## src/rtl/dma_chk_pkg.sv

```systemverilog
package dma_chk_pkg;
  localparam int CAUSE_N  = 7;
  localparam int C_SOFF   = 0;
  localparam int C_DADDR  = 1;
  localparam int C_DOFF   = 2;
  localparam int C_NBITER = 3;
  localparam int C_SGA    = 4;
  localparam int C_RDBUS  = 5;
  localparam int C_WRBUS  = 6;
  localparam int SIZE_W   = 3;
  localparam int MASK_W   = 5;
  localparam logic [MASK_W-1:0] SGA_MASK = 5'h1f;

  typedef logic [CAUSE_N-1:0] cause_t;

  typedef struct packed {
    logic              ok;
    logic [MASK_W-1:0] mask;
  } size_info_t;
endpackage

```

## src/rtl/dma_size_dec.sv

```systemverilog
module dma_size_dec
  import dma_chk_pkg::*;
(
  input  logic [SIZE_W-1:0] code,
  output size_info_t        info
);
  always_comb begin
    info.ok = 1'b1;
    unique case (code)
      3'd0:    info.mask = 5'h00;
      3'd1:    info.mask = 5'h01;
      3'd2:    info.mask = 5'h03;
      3'd3:    info.mask = 5'h07;
      3'd4:    info.mask = 5'h1f;
      default: begin
        info.mask = 5'h00;
        info.ok   = 1'b0;
      end
    endcase
  end
endmodule

```

## src/rtl/dma_cfg_check.sv

```systemverilog
module dma_cfg_check
  import dma_chk_pkg::*;
#(
  parameter int ADDR_W = 32,
  parameter int OFF_W  = 16,
  parameter int NB_W   = 32,
  parameter int ITER_W = 15
) (
  input  logic [SIZE_W-1:0] ssize,
  input  logic [SIZE_W-1:0] dsize,
  input  logic [OFF_W-1:0]  soff,
  input  logic [ADDR_W-1:0] daddr,
  input  logic [OFF_W-1:0]  doff,
  input  logic [NB_W-1:0]   nbytes,
  input  logic [ITER_W-1:0] citer,
  input  logic              citer_lk,
  input  logic              biter_lk,
  output cause_t            cause
);
  localparam int SIDES = 2;

  logic [SIDES-1:0][SIZE_W-1:0] codes;
  size_info_t [SIDES-1:0]       infos;

  assign codes[0] = ssize;
  assign codes[1] = dsize;

  for (genvar i = 0; i < SIDES; i++) begin : g_dec
    dma_size_dec u_dec (
      .code (codes[i]),
      .info (infos[i])
    );
  end

  logic [MASK_W-1:0] both_mask;
  assign both_mask = infos[0].mask | infos[1].mask;

  always_comb begin
    cause           = '0;
    cause[C_SOFF]   = !infos[0].ok || (|(soff & OFF_W'(infos[0].mask)));
    cause[C_DADDR]  = !infos[1].ok || (|(daddr & ADDR_W'(infos[1].mask)));
    cause[C_DOFF]   = |(doff & OFF_W'(infos[1].mask));
    cause[C_NBITER] = (|(nbytes & NB_W'(both_mask))) ||
                      (citer == '0) ||
                      (citer_lk != biter_lk);
  end
endmodule

```

## config.mk

```make
export PLATFORM = sky130hd
export DESIGN_NAME = dma_cfg_check
export DESIGN_NICKNAME = d
export VERILOG_FILES = /design/src/rtl/dma_chk_pkg.sv /design/src/rtl/dma_size_dec.sv /design/src/rtl/dma_cfg_check.sv
export SDC_FILE = /design/constraint.sdc
export NUM_CORES = 1
export LEC_CHECK = 0
export BUFFER_PORTS_ARGS = -buffer_cell sky130_fd_sc_hd__buf_2
export CAP_MARGIN = 10
export CORE_AREA = 2 2 48 50
export DETAILED_ROUTE_END_ITERATION = 6
export DIE_AREA = 0 0 50 52
export PLACE_DENSITY_LB_ADDON = 0.08
export SYNTH_ARGS = -nofsm -noshare
export SYNTH_HDL_FRONTEND = slang
export SYNTH_SLANG_ARGS = --single-unit
```

## constraint.sdc

```tcl
create_clock -name vclk -period 2.1
set_input_delay 0 -clock vclk [all_inputs]
set_output_delay 0 -clock vclk [all_outputs]
set_load 0.005 [all_outputs]
```

==> qor_table.md, run 1 <==
| Parameter | Value | Unit |
| --- | --- | --- |
| Storage element area | 0 | um^2 |
| Fill cell total of the finished layout | 242 | - |
| Post-Layout Inst Area | 560.5 | um^2 |
| Average routed wire per standard cell | 9.650 | um |
| Sequence of cells on the critical path | buf_2 > and3b_1 > or4_1 > a211o_1 > buf_2 | - |
| Setup ws final | 843.3 | ps |
| Number of antenna violations at the first check in global routing | 0 | - |
| ANT nets after route | 0 | - |
| Synthesized netlist cell count | 53 | - |
| Classification of the worst setup path | input port to primary output | - |
| Number of different library cells in the post-synthesis netlist | 28 | - |
| End point of the most critical hold path | cause[3] | - |
| Post-detailed-placement half-perimeter wirelength | 1.085 | mm |
| Power density of the placed cells | 172.0 | nW/um^2 |
| Placed inst area | 560.5 | um^2 |
| Combinational share of power | 100.0 | % |
| Portion of total power attributed to sequential cells | 0 | % |
| Worst hold-check path type | input port to primary output | - |
| Pleak | 0.2837 | nW |
| Total via count after detailed routing | 524 | - |
| Startpoint Class | input port | - |
| Final hold violation count | 0 | - |
| Sequential element share of the synthesized area | 0 | % |
| Dominant cell type by count on the critical path | sky130_fd_sc_hd__buf_2 | - |
| Wire length of the first global-routing pass | 1.814 | mm |
| Launch instance of the worst min-delay path | nbytes[2] | - |
| Data required time at the worst endpoint | 2100 | ps |
| Maximum number of pins on one net before global-route repair | 11 | - |
| Average footprint of a synthesized cell | 6.421 | um^2 |
| Die Span Y | 52 | um |
| Die span in x | 50 | um |
| Sw Share | 43.80 | % |
| Final cycle utilization of the critical path | 59.84 | % |
| Number of endpoints failing setup at the final stage | 0 | - |
| # hold bufs at CTS | 0 | - |
| F_max | 795.7 | MHz |
| Net Sw Power | 0.00004223 | W |
| Vias in the first global route | 419 | - |
| Number of diodes added for antenna fixing | 0 | - |
| Number of DRC violations after detailed-routing iteration 0 | 8 | - |
| Vias/cell | 4.260 | - |
| Highest cell delay on the worst timing path | 500 | ps |
| Remaining global-route overflow | 0 | - |
| Post-route insts no fill | 123 | - |
| Clk pwr share | 0 | % |
| Cell Int Power | 0.00005420 | W |
| Port Buffer Count | 47 | - |
| Starting utilization of the core area | 16.16 | % |
| Post-CTS setup buffers | 0 | - |
| Number of nets in the finished design | 216 | - |
| Worst Setup End Kind | primary output | - |
| Largest voltage drop on the vdd net | 49.95 | uV |
| Area enclosed by the die boundary | 2600 | um^2 |
| Maximum net fanout on the critical path | 10 | - |
| Minimum period implied by the final worst setup slack | 1257 | ps |
| Std-Cell Rows | 17 | - |
| Worst slack after detailed placement | 830.8 | ps |
| Layout cells sized above 1 | 51.58 | % |
| # clk buffers | 0 | - |
| Unrepaired setup endpoints after global routing | false | - |
| Critical path arrival | 1260 | ps |
| Count of flip-flops and latches | 0 | - |
| Count of synthesis-stage warnings from yosys | 0 | - |
| Setup TNS | 0 | ps |
| Netlist area before placement | 340.3 | um^2 |
| Hold Worst Slack | 288.7 | ps |
| Weighted congestion reported at the end of routability-driven placement | 0.6701 | - |
| Cell type of the slowest stage on the worst timing path | sky130_fd_sc_hd__or4_1 | - |
| Hold Path Depth | 3 | - |
| Layout-stage area growth over the synthesis result | 64.71 | % |
| Count of final max-slew check failures | 0 | - |
| Final Routed Wirelength | 1.187 | mm |
| GRT Util Overall | 8.820 | % |
| Number of placed instances, taps included | 123 | - |
| First-pass iteration count of the detailed router | 3 | - |
| Residual DRC count | 0 | - |
| Placeable Area | 2106 | um^2 |
| Count of instances resized after the clock tree is built | 0 | - |
| Run status | completed | - |
| Count of pins on the block boundary | 126 | - |
| Maxcap violations | 0 | - |
[final cells by class]
type / instances / area (um^2) / share of cell area [%]
Tap cell: 28 / 35.03 / 6.250
Multi-Input combinational cell: 48 / 290.3 / 51.79
Timing Repair Buffer: 47 / 235.2 / 41.96
[cells by family after synthesis]
logic type,share of synthesized area [%]
other,1.102
muxes,3.309
buffers and inverters,16.91
and+or+nand+nor,39.71
AOI/OAI and AO/OA,36.40
xor gates and xnor gates,2.574
[metal layers]
layer	GRT usage (%)	share of wire, %
met5	0	0
met4	0	0
met1	13.75	46
met2	14.04	49
met3	0.2874	4.7
[worst max-delay path by stage]
stage | start | to | slack [ps] | depth (start not counted)
floorplan | dsize[0] | cause[3] | 1020 | 4
global placement | dsize[2] | cause[3] | 830 | 5
detailed placement | dsize[2] | cause[3] | 830 | 5
CTS | dsize[2] | cause[3] | 830 | 5
global route | dsize[2] | cause[3] | 770 | 5
finish | dsize[2] | cause[3] | 840 | 5
[worst max-delay path, delay by kind of cell]
kind,cells,cell delay [ps]
AO/OA/AOI/OAI,1,290
AND/OR/NAND/NOR,2,690
buffers and inverters,2,280
[synth_stat cells, drive strengths merged]
cell / instances / area share (%)
o31ai: 1 / 2.2
a211o: 2 / 5.1
o211ai: 1 / 2.2
or2: 1 / 1.8
buf: 5 / 14
nor2: 7 / 7.7
mux2: 1 / 3.3
and3b: 1 / 2.6
nor3: 2 / 2.9
xnor2: 1 / 2.6
conb: 1 / 1.1
o21ai: 4 / 5.9
o211a: 1 / 2.9
clkbuf: 2 / 2.6
o22ai: 2 / 3.7
nor4: 4 / 7.4
o221ai: 1 / 2.6
nor4b: 1 / 2.6
nand4: 2 / 3.7
a22oi: 1 / 2.2
or4: 2 / 4.4
nand2: 2 / 2.2
a21o: 1 / 2.2
nor3b: 2 / 4.4
a21oi: 5 / 7.4
[cells in the final DEF, fill, tap and decap left out]
cell | synthesis | routed
sky130_fd_sc_hd__a211o_1 | 2 | 2
sky130_fd_sc_hd__nand4_1 | 2 | 2
sky130_fd_sc_hd__o21ai_0 | 4 | 4
sky130_fd_sc_hd__nor2_1 | 7 | 7
sky130_fd_sc_hd__or2_2 | 1 | 1
sky130_fd_sc_hd__nor4b_1 | 1 | 1
sky130_fd_sc_hd__a21oi_1 | 5 | 5
sky130_fd_sc_hd__a22oi_1 | 1 | 1
sky130_fd_sc_hd__a21o_1 | 1 | 1
sky130_fd_sc_hd__o211ai_1 | 1 | 1
sky130_fd_sc_hd__xnor2_1 | 1 | 1
sky130_fd_sc_hd__o22ai_1 | 2 | 2
sky130_fd_sc_hd__nor4_1 | 4 | 4
sky130_fd_sc_hd__and3b_1 | 1 | 1
sky130_fd_sc_hd__o31ai_1 | 1 | 1
sky130_fd_sc_hd__mux2_2 | 1 | 1
sky130_fd_sc_hd__conb_1 | 1 | 3
sky130_fd_sc_hd__o211a_1 | 1 | 1
sky130_fd_sc_hd__buf_2 | 0 | 47
sky130_fd_sc_hd__nor3b_1 | 2 | 2
sky130_fd_sc_hd__o221ai_1 | 1 | 1
sky130_fd_sc_hd__nor3_1 | 2 | 2
sky130_fd_sc_hd__nand2_1 | 2 | 2
sky130_fd_sc_hd__or4_1 | 2 | 2
[per-stage QoR]
step	total power, W	util [%]
finish	0.00009643	26.62
global route	0.0001105	26.62
CTS	0.00009832	26.62
detailed placement	0.00009798	26.62
global placement	0.00009772	26.62
floorplan	0.00005097	-
[power by group through the flow]
stage               logic (W)  registers, W  clock network [W]
finish              0.0000964             0                  0
global route         0.000111             0                  0
CTS                 0.0000983             0                  0
detailed placement  0.0000980             0                  0
global placement    0.0000977             0                  0
floorplan           0.0000510             0                  0
No activity file was read; power rests on OpenSTA's default activity.
==> run 2, diff against run 1 <==
Settings changed: ABC_AREA from default to 1.
Clock period 2.1 ns to 1.25 ns, I/O delays scaled along.
==> qor_table.md, run 2 <==
| Parameter | Value | Unit | Delta |
| --- | --- | --- | --- |
| Residual DRC count | 0 | - | unchanged |
| GRT Util Overall | 8.212 | % | was 8.820% |
| ANT nets after route | 0 | - | unchanged |
| Maximum number of pins on one net before global-route repair | 5 | - | was 11 |
| Cell with the most instances after synthesis | sky130_fd_sc_hd__nand2_1 | - | was sky130_fd_sc_hd__nor2_1 |
| Data required time at the worst endpoint | 1250 | ps | was 2100 ps |
| Pleak | 0.3572 | nW | was 0.2837 nW |
| Worst hold-check path type | input port to primary output | - | unchanged |
| Post-detailed-placement half-perimeter wirelength | 1.062 | mm | was 1.085 mm |
| Critical path arrival | 850 | ps | was 1260 ps |
| Number of nets in the finished design | 238 | - | was 216 |
| Minimum period implied by the final worst setup slack | 854.6 | ps |  |
| Remaining global-route overflow | 0 | - | unchanged |
| Total Power | 0.0001655 | W | was 0.00009643 W |
| Std-Cell Rows | 17 | - | unchanged |
| Setup TNS | 0 | ps | unchanged |
| First-pass iteration count of the detailed router | 4 | - | was 3 |
| Synthesized netlist cell count | 71 | - | was 53 |
| Final hold violation count | 0 | - | unchanged |
| Count of instances resized after the clock tree is built | 0 | - | unchanged |
| Number of endpoints failing setup at the final stage | 0 | - | unchanged |
| Netlist area before placement | 317.8 | um^2 | was 340.3 um^2 |
| Post-Layout Inst Area | 573.1 | um^2 | was 560.5 um^2 |
| Worst Setup End Kind | primary output | - | unchanged |
| Port Buffer Count | 47 | - | unchanged |
| Number of different library cells in the post-synthesis netlist | 15 | - | was 28 |
| Power density of the placed cells | 288.8 | nW/um^2 | was 172.0 nW/um^2 |
| Layout-stage area growth over the synthesis result | 80.31 | % | was 64.71% |
| Die Span Y | 52 | um | unchanged |
| Startpoint Class | input port | - | unchanged |
| Count of synthesis-stage warnings from yosys | 0 | - | unchanged |
| # hold bufs at CTS | 0 | - | unchanged |
| Number of antenna violations at the first check in global routing | 0 | - | unchanged |
| Most common cell after layout, fill and taps aside | sky130_fd_sc_hd__buf_2 | - | unchanged |
| Count of final max-slew check failures | 0 | - | unchanged |
| Commonest non-fill, non-tap cells in the layout | sky130_fd_sc_hd__buf_2 (47), sky130_fd_sc_hd__nand2_1 (22), sky130_fd_sc_hd__nor2_1 (21), sky130_fd_sc_hd__inv_1 (7), sky130_fd_sc_hd__nand4_1 (5) | - | was sky130_fd_sc_hd__buf_2 (47), sky130_fd_sc_hd__nor2_1 (7), sky130_fd_sc_hd__a21oi_1 (5), sky130_fd_sc_hd__nor4_1 (4), sky130_fd_sc_hd__o21ai_0 (4) |
| Die span in x | 50 | um | unchanged |
| Final cycle utilization of the critical path | 68.36 | % |  |
| Starting utilization of the core area | 15.09 | % | was 16.16% |
| Area enclosed by the die boundary | 2600 | um^2 | unchanged |
| Average footprint of a synthesized cell | 4.476 | um^2 | was 6.421 um^2 |
| Largest voltage drop on the vdd net | 78.85 | uV | was 49.95 uV |
| Final Routed Wirelength | 1.135 | mm | was 1.187 mm |
| Commonest cells in the netlist | sky130_fd_sc_hd__nand2_1 (22), sky130_fd_sc_hd__nor2_1 (21), sky130_fd_sc_hd__inv_1 (7) | - | was sky130_fd_sc_hd__nor2_1 (7), sky130_fd_sc_hd__a21oi_1 (5), sky130_fd_sc_hd__nor4_1 (4), sky130_fd_sc_hd__o21ai_0 (4), sky130_fd_sc_hd__buf_4 (3) |
| Vias/cell | 3.848 | - | was 4.260 |
| Maximum net fanout on the critical path | 4 | - | was 10 |
| Post-CTS setup buffers | 0 | - | unchanged |
| Weighted congestion reported at the end of routability-driven placement | 0.6665 | - | was 0.6701 |
| Sequential element share of the synthesized area | 0 | % | unchanged |
| Fill cell total of the finished layout | 257 | - | was 242 |
| Unrepaired setup endpoints after global routing | false | - | unchanged |
| Run status | completed | - | unchanged |
| Number of DRC violations after detailed-routing iteration 0 | 9 | - | was 8 |
| Total via count after detailed routing | 558 | - | was 524 |
| Wire length of the first global-routing pass | 1.773 | mm | was 1.814 mm |
| Classification of the worst setup path | input port to primary output | - | unchanged |
| Share of the synthesized area in the top cell type | 25.98 | % | was 7.721% |
| Storage element area | 0 | um^2 | unchanged |
| Cell types with the largest area share after synthesis | sky130_fd_sc_hd__nand2_1 (26%), sky130_fd_sc_hd__nor2_1 (25%), sky130_fd_sc_hd__nand4_1 (9.8%) | - | was sky130_fd_sc_hd__nor2_1 (7.7%), sky130_fd_sc_hd__a21oi_1 (7.4%), sky130_fd_sc_hd__nor4_1 (7.4%) |
| Maxcap violations | 0 | - | unchanged |
| Placeable Area | 2106 | um^2 | unchanged |
| # clk buffers | 0 | - | unchanged |
| Count of pins on the block boundary | 126 | - | unchanged |
| Average routed wire per standard cell | 7.828 | um | was 9.650 um |
| Vias in the first global route | 462 | - | was 419 |
| Placed inst area | 573.1 | um^2 | was 560.5 um^2 |
| Number of diodes added for antenna fixing | 0 | - | unchanged |
| Count of flip-flops and latches | 0 | - | unchanged |
| Layout cells sized above 1 | 44.44 | % | was 51.58% |
| F_max | 1170 | MHz |  |
| Largest area contributor in the netlist | sky130_fd_sc_hd__nand2_1 | - | was sky130_fd_sc_hd__nor2_1 |
-- run 2: layout make-up --
cell class / instances / area (um^2) / area share, %
inverter: 8 / 30.03 / 5.240
multi-input combinational: 62 / 272.8 / 47.60
tap: 28 / 35.03 / 6.114
timing repair buffer: 47 / 235.2 / 41.05
-- run 2: path summary, 6_finish.rpt --
kind / start / end / slack, ps / cells after the start
max: ssize[0] / cause[3] / 400 / 9
min: daddr[0] / cause[1] / 290 / 4
-- run 2: critical path, cell delays in order --
cell and delay (ps):
sky130_fd_sc_hd__buf_2 110, sky130_fd_sc_hd__nor2_2 150, sky130_fd_sc_hd__nand2_1 100, sky130_fd_sc_hd__nand2_1 130, sky130_fd_sc_hd__nor2_1 60, sky130_fd_sc_hd__nor2_1 90
sky130_fd_sc_hd__nor2_1 50, sky130_fd_sc_hd__nand3_1 50, sky130_fd_sc_hd__buf_2 110
-- run 2: stage by stage --
| step | setup slack (ps) | utilization (%) | std cells | hold WS (ps) |
|---|---|---|---|---|
| floorplan | 699.3 | - | 73 | 114.3 |
| global placement | 379.8 | 27.21 | 145 | 288.5 |
| detailed placement | 385.2 | 27.21 | 145 | 287.7 |
| CTS | 378.1 | 27.21 | 145 | 288.8 |
| global route | 233.8 | 27.21 | 145 | 316.3 |
| finish | 395.4 | 27.21 | 145 | 285.2 |
-- run 2: power breakdown --
| group | internal [W] | total [W] | switching (W) |
|---|---|---|---|
| Sequential | 0 | 0 | 0 |
| Clock | 0 | 0 | 0 |
| Combinational | 0.0000877 | 0.000166 | 0.0000778 |
| Total | 0.0000877 | 0.000166 | 0.0000778 |
-- run 2: cells by family (layout without fill, tap and decap cells) --
kind of cell,Yosys count,in the layout,share of synthesized area (%)
xor gates and xnor gates,1,1,2.756
and+or+nand+nor,55,55,73.23
other,1,3,1.180
buffers and inverters,11,55,16.54
AOI/OAI and AO/OA,3,3,6.299
-- run 2: per-layer routing --
layer | track usage, % | vias up | part of all wire (%)
met1 | 11.86 | 212 | 45
met3 | 2.586 | 0 | 16
li1 | - | 310 | -
met2 | 12.50 | 36 | 39
met4 | 0 | 0 | 0
met5 | 0 | - | 0
==> run 3, diff against run 2 <==
Clock period 1.25 ns to 0.85 ns, I/O delays scaled along.
==> qor_table.md, run 3 (same netlist as run 2, synthesis figures left out) <==
| Parameter | Value | Unit | Delta |
| --- | --- | --- | --- |
| Count of pins on the block boundary | 126 | - | unchanged |
| Area enclosed by the die boundary | 2600 | um^2 | unchanged |
| Worst hold-check path type | input port to primary output | - | unchanged |
| Power density of the placed cells | 447.3 | nW/um^2 | was 288.8 nW/um^2 |
| Weighted congestion reported at the end of routability-driven placement | 0.6935 | - | was 0.6665 |
| Worst Setup End Kind | primary output | - | unchanged |
| Layout-stage area growth over the synthesis result | 129.9 | % | was 80.31% |
| Combinational share of power | 100.0 | % | about the same |
| Portion of total power attributed to sequential cells | 0 | % | about the same |
| Core occupancy in the finished layout | 34.70 | % | was 27.21% |
| Remaining global-route overflow | 0 | - | unchanged |
| Vias/cell | 3.820 | - | was 3.848 |
| Placeable Area | 2106 | um^2 | unchanged |
| Post-Layout Inst Area | 730.7 | um^2 | was 573.1 um^2 |
| Number of antenna violations at the first check in global routing | 0 | - | unchanged |
| Std-Cell Rows | 17 | - | unchanged |
| Critical Path Source | ssize[1] | - | was ssize[0] |
| Minimum period implied by the final worst setup slack | 773.5 | ps |  |
| Maximum net fanout on the critical path | 3 | - | was 4 |
| Fill cell total of the finished layout | 254 | - | was 257 |
| Sw Share | 43.67 | % | was 47.00% |
| Classification of the worst setup path | input port to primary output | - | unchanged |
| Maxcap violations | 0 | - | unchanged |
| Post-detailed-placement half-perimeter wirelength | 1.095 | mm | was 1.062 mm |
| Clk pwr share | 0 | % | about the same |
| Critical Path End | cause[3] | - | unchanged |
| Residual DRC count | 0 | - | unchanged |
| Die Span Y | 52 | um | unchanged |
| Most common cell after layout, fill and taps aside | sky130_fd_sc_hd__buf_2 | - | unchanged |
| # hold bufs at CTS | 0 | - | unchanged |
| Final cycle utilization of the critical path | 91.00 | % |  |
| Maximum number of pins on one net before global-route repair | 5 | - | unchanged |
| Data required time at the worst endpoint | 850 | ps | was 1250 ps |
| Net Sw Power | 0.0001427 | W | was 0.00007780 W |
| Largest voltage drop on the vdd net | 188.1 | uV | was 78.85 uV |
| # clk buffers | 0 | - | unchanged |
| Placed inst area | 603.1 | um^2 | was 573.1 um^2 |
| Number of DRC violations after detailed-routing iteration 0 | 4 | - | was 9 |
| F_max | 1293 | MHz |  |
| Final Routed Wirelength | 1.258 | mm | was 1.135 mm |
| Port Buffer Count | 47 | - | unchanged |
| Commonest non-fill, non-tap cells in the layout | sky130_fd_sc_hd__buf_2 (41), sky130_fd_sc_hd__nand2_1 (18), sky130_fd_sc_hd__nor2_1 (16), sky130_fd_sc_hd__inv_1 (6), sky130_fd_sc_hd__buf_6 (6) | - | was sky130_fd_sc_hd__buf_2 (47), sky130_fd_sc_hd__nand2_1 (22), sky130_fd_sc_hd__nor2_1 (21), sky130_fd_sc_hd__inv_1 (7), sky130_fd_sc_hd__nand4_1 (5) |
| Number of nets in the finished design | 243 | - | was 238 |
| Average routed wire per standard cell | 8.387 | um | was 7.828 um |
| Wire length of the first global-routing pass | 1.697 | mm | was 1.773 mm |
| Number of endpoints failing setup at the final stage | 0 | - | unchanged |
| Run status | completed | - | unchanged |
| Die span in x | 50 | um | unchanged |
| Count of flip-flops and latches | 0 | - | unchanged |
| Startpoint Class | input port | - | unchanged |
| First-pass iteration count of the detailed router | 2 | - | was 4 |
| ANT nets after route | 0 | - | unchanged |
| Total Power | 0.0003269 | W | was 0.0001655 W |
| Total via count after detailed routing | 573 | - | was 558 |
| Vias in the first global route | 458 | - | was 462 |
| Count of final max-slew check failures | 0 | - | unchanged |
| Pleak | 0.4209 | nW | was 0.3572 nW |
| Hold Worst Slack | 276.0 | ps | was 285.2 ps |
| Starting utilization of the core area | 15.09 | % | unchanged |
| Setup TNS | 0 | ps | unchanged |
| Unrepaired setup endpoints after global routing | true | - | was false |
| Launch instance of the worst min-delay path | doff[1] | - | was daddr[0] |
| Layout cells sized above 1 | 57.38 | % | was 44.44% |
| Critical path arrival | 770 | ps | was 850 ps |
| Final hold violation count | 0 | - | unchanged |
| GRT Util Overall | 7.786 | % | was 8.212% |
| Cell Int Power | 0.0001841 | W | was 0.00008772 W |
| Number of diodes added for antenna fixing | 0 | - | unchanged |
| Storage element area | 0 | um^2 | unchanged |
==> run 3: layout make-up <==
type / count / area [um^2] / share of cell area [%]
Tap cell: 28 / 35.03 / 4.795
Inverter: 8 / 30.03 / 4.110
Timing Repair Buffer: 52 / 325.3 / 44.52
Multi-Input combinational cell: 62 / 340.3 / 46.58
==> run 3: worst min path at each step <==
stage	endpoint	slack (ps)	cells after the start
3_3_place_gp	cause[1]	290	4
4_1_cts	cause[1]	290	4
5_1_grt	cause[2]	310	4
3_5_place_dp	cause[1]	290	4
6_report	cause[2]	280	4
2_1_floorplan	cause[3]	110	2
==> run 3: power by group through the flow <==
stage / clock network (W) / logic, W / registers, W
5_1_grt: 0 / 0.000368 / 0
3_5_place_dp: 0 / 0.000262 / 0
6_report: 0 / 0.000327 / 0
3_3_place_gp: 0 / 0.000261 / 0
4_1_cts: 0 / 0.000263 / 0
2_1_floorplan: 0 / 0.000117 / 0
==> run 3: per-layer routing <==
layer / share of wire (%) / vias to the layer above / GRT usage, %
met3: 12 / 0 / 1.724
li1: - / 318 / -
met2: 43 / 34 / 12.72
met4: 0 / 0 / 0
met5: 0 / - / 0
met1: 45 / 221 / 11.00
==> run 3: critical path, cell delays in order <==
cell,delay (ps)
sky130_fd_sc_hd__buf_6,100
sky130_fd_sc_hd__nor2_4,130
sky130_fd_sc_hd__buf_6,120
sky130_fd_sc_hd__nor2_4,30
sky130_fd_sc_hd__nor2_2,70
sky130_fd_sc_hd__nand2_1,50
sky130_fd_sc_hd__nand2_1,60
sky130_fd_sc_hd__nand3_1,70
sky130_fd_sc_hd__buf_2,130
==> run 3: metrics by stage <==
stage	worst slack, ps	instances
after detailed placement	12.06	149
after CTS	7.840	149
after global routing	-11.58	150
after floorplan	299.3	73
after global placement	8.543	149
final	76.46	150
==> run 3: timing repair <==
| item | CTS | global route |
|---|---|---|
| setup buffers | 0 | 1 |
| setup endpoints to repair | 0 | 3 |
| gates resized for setup | 0 | 35 |
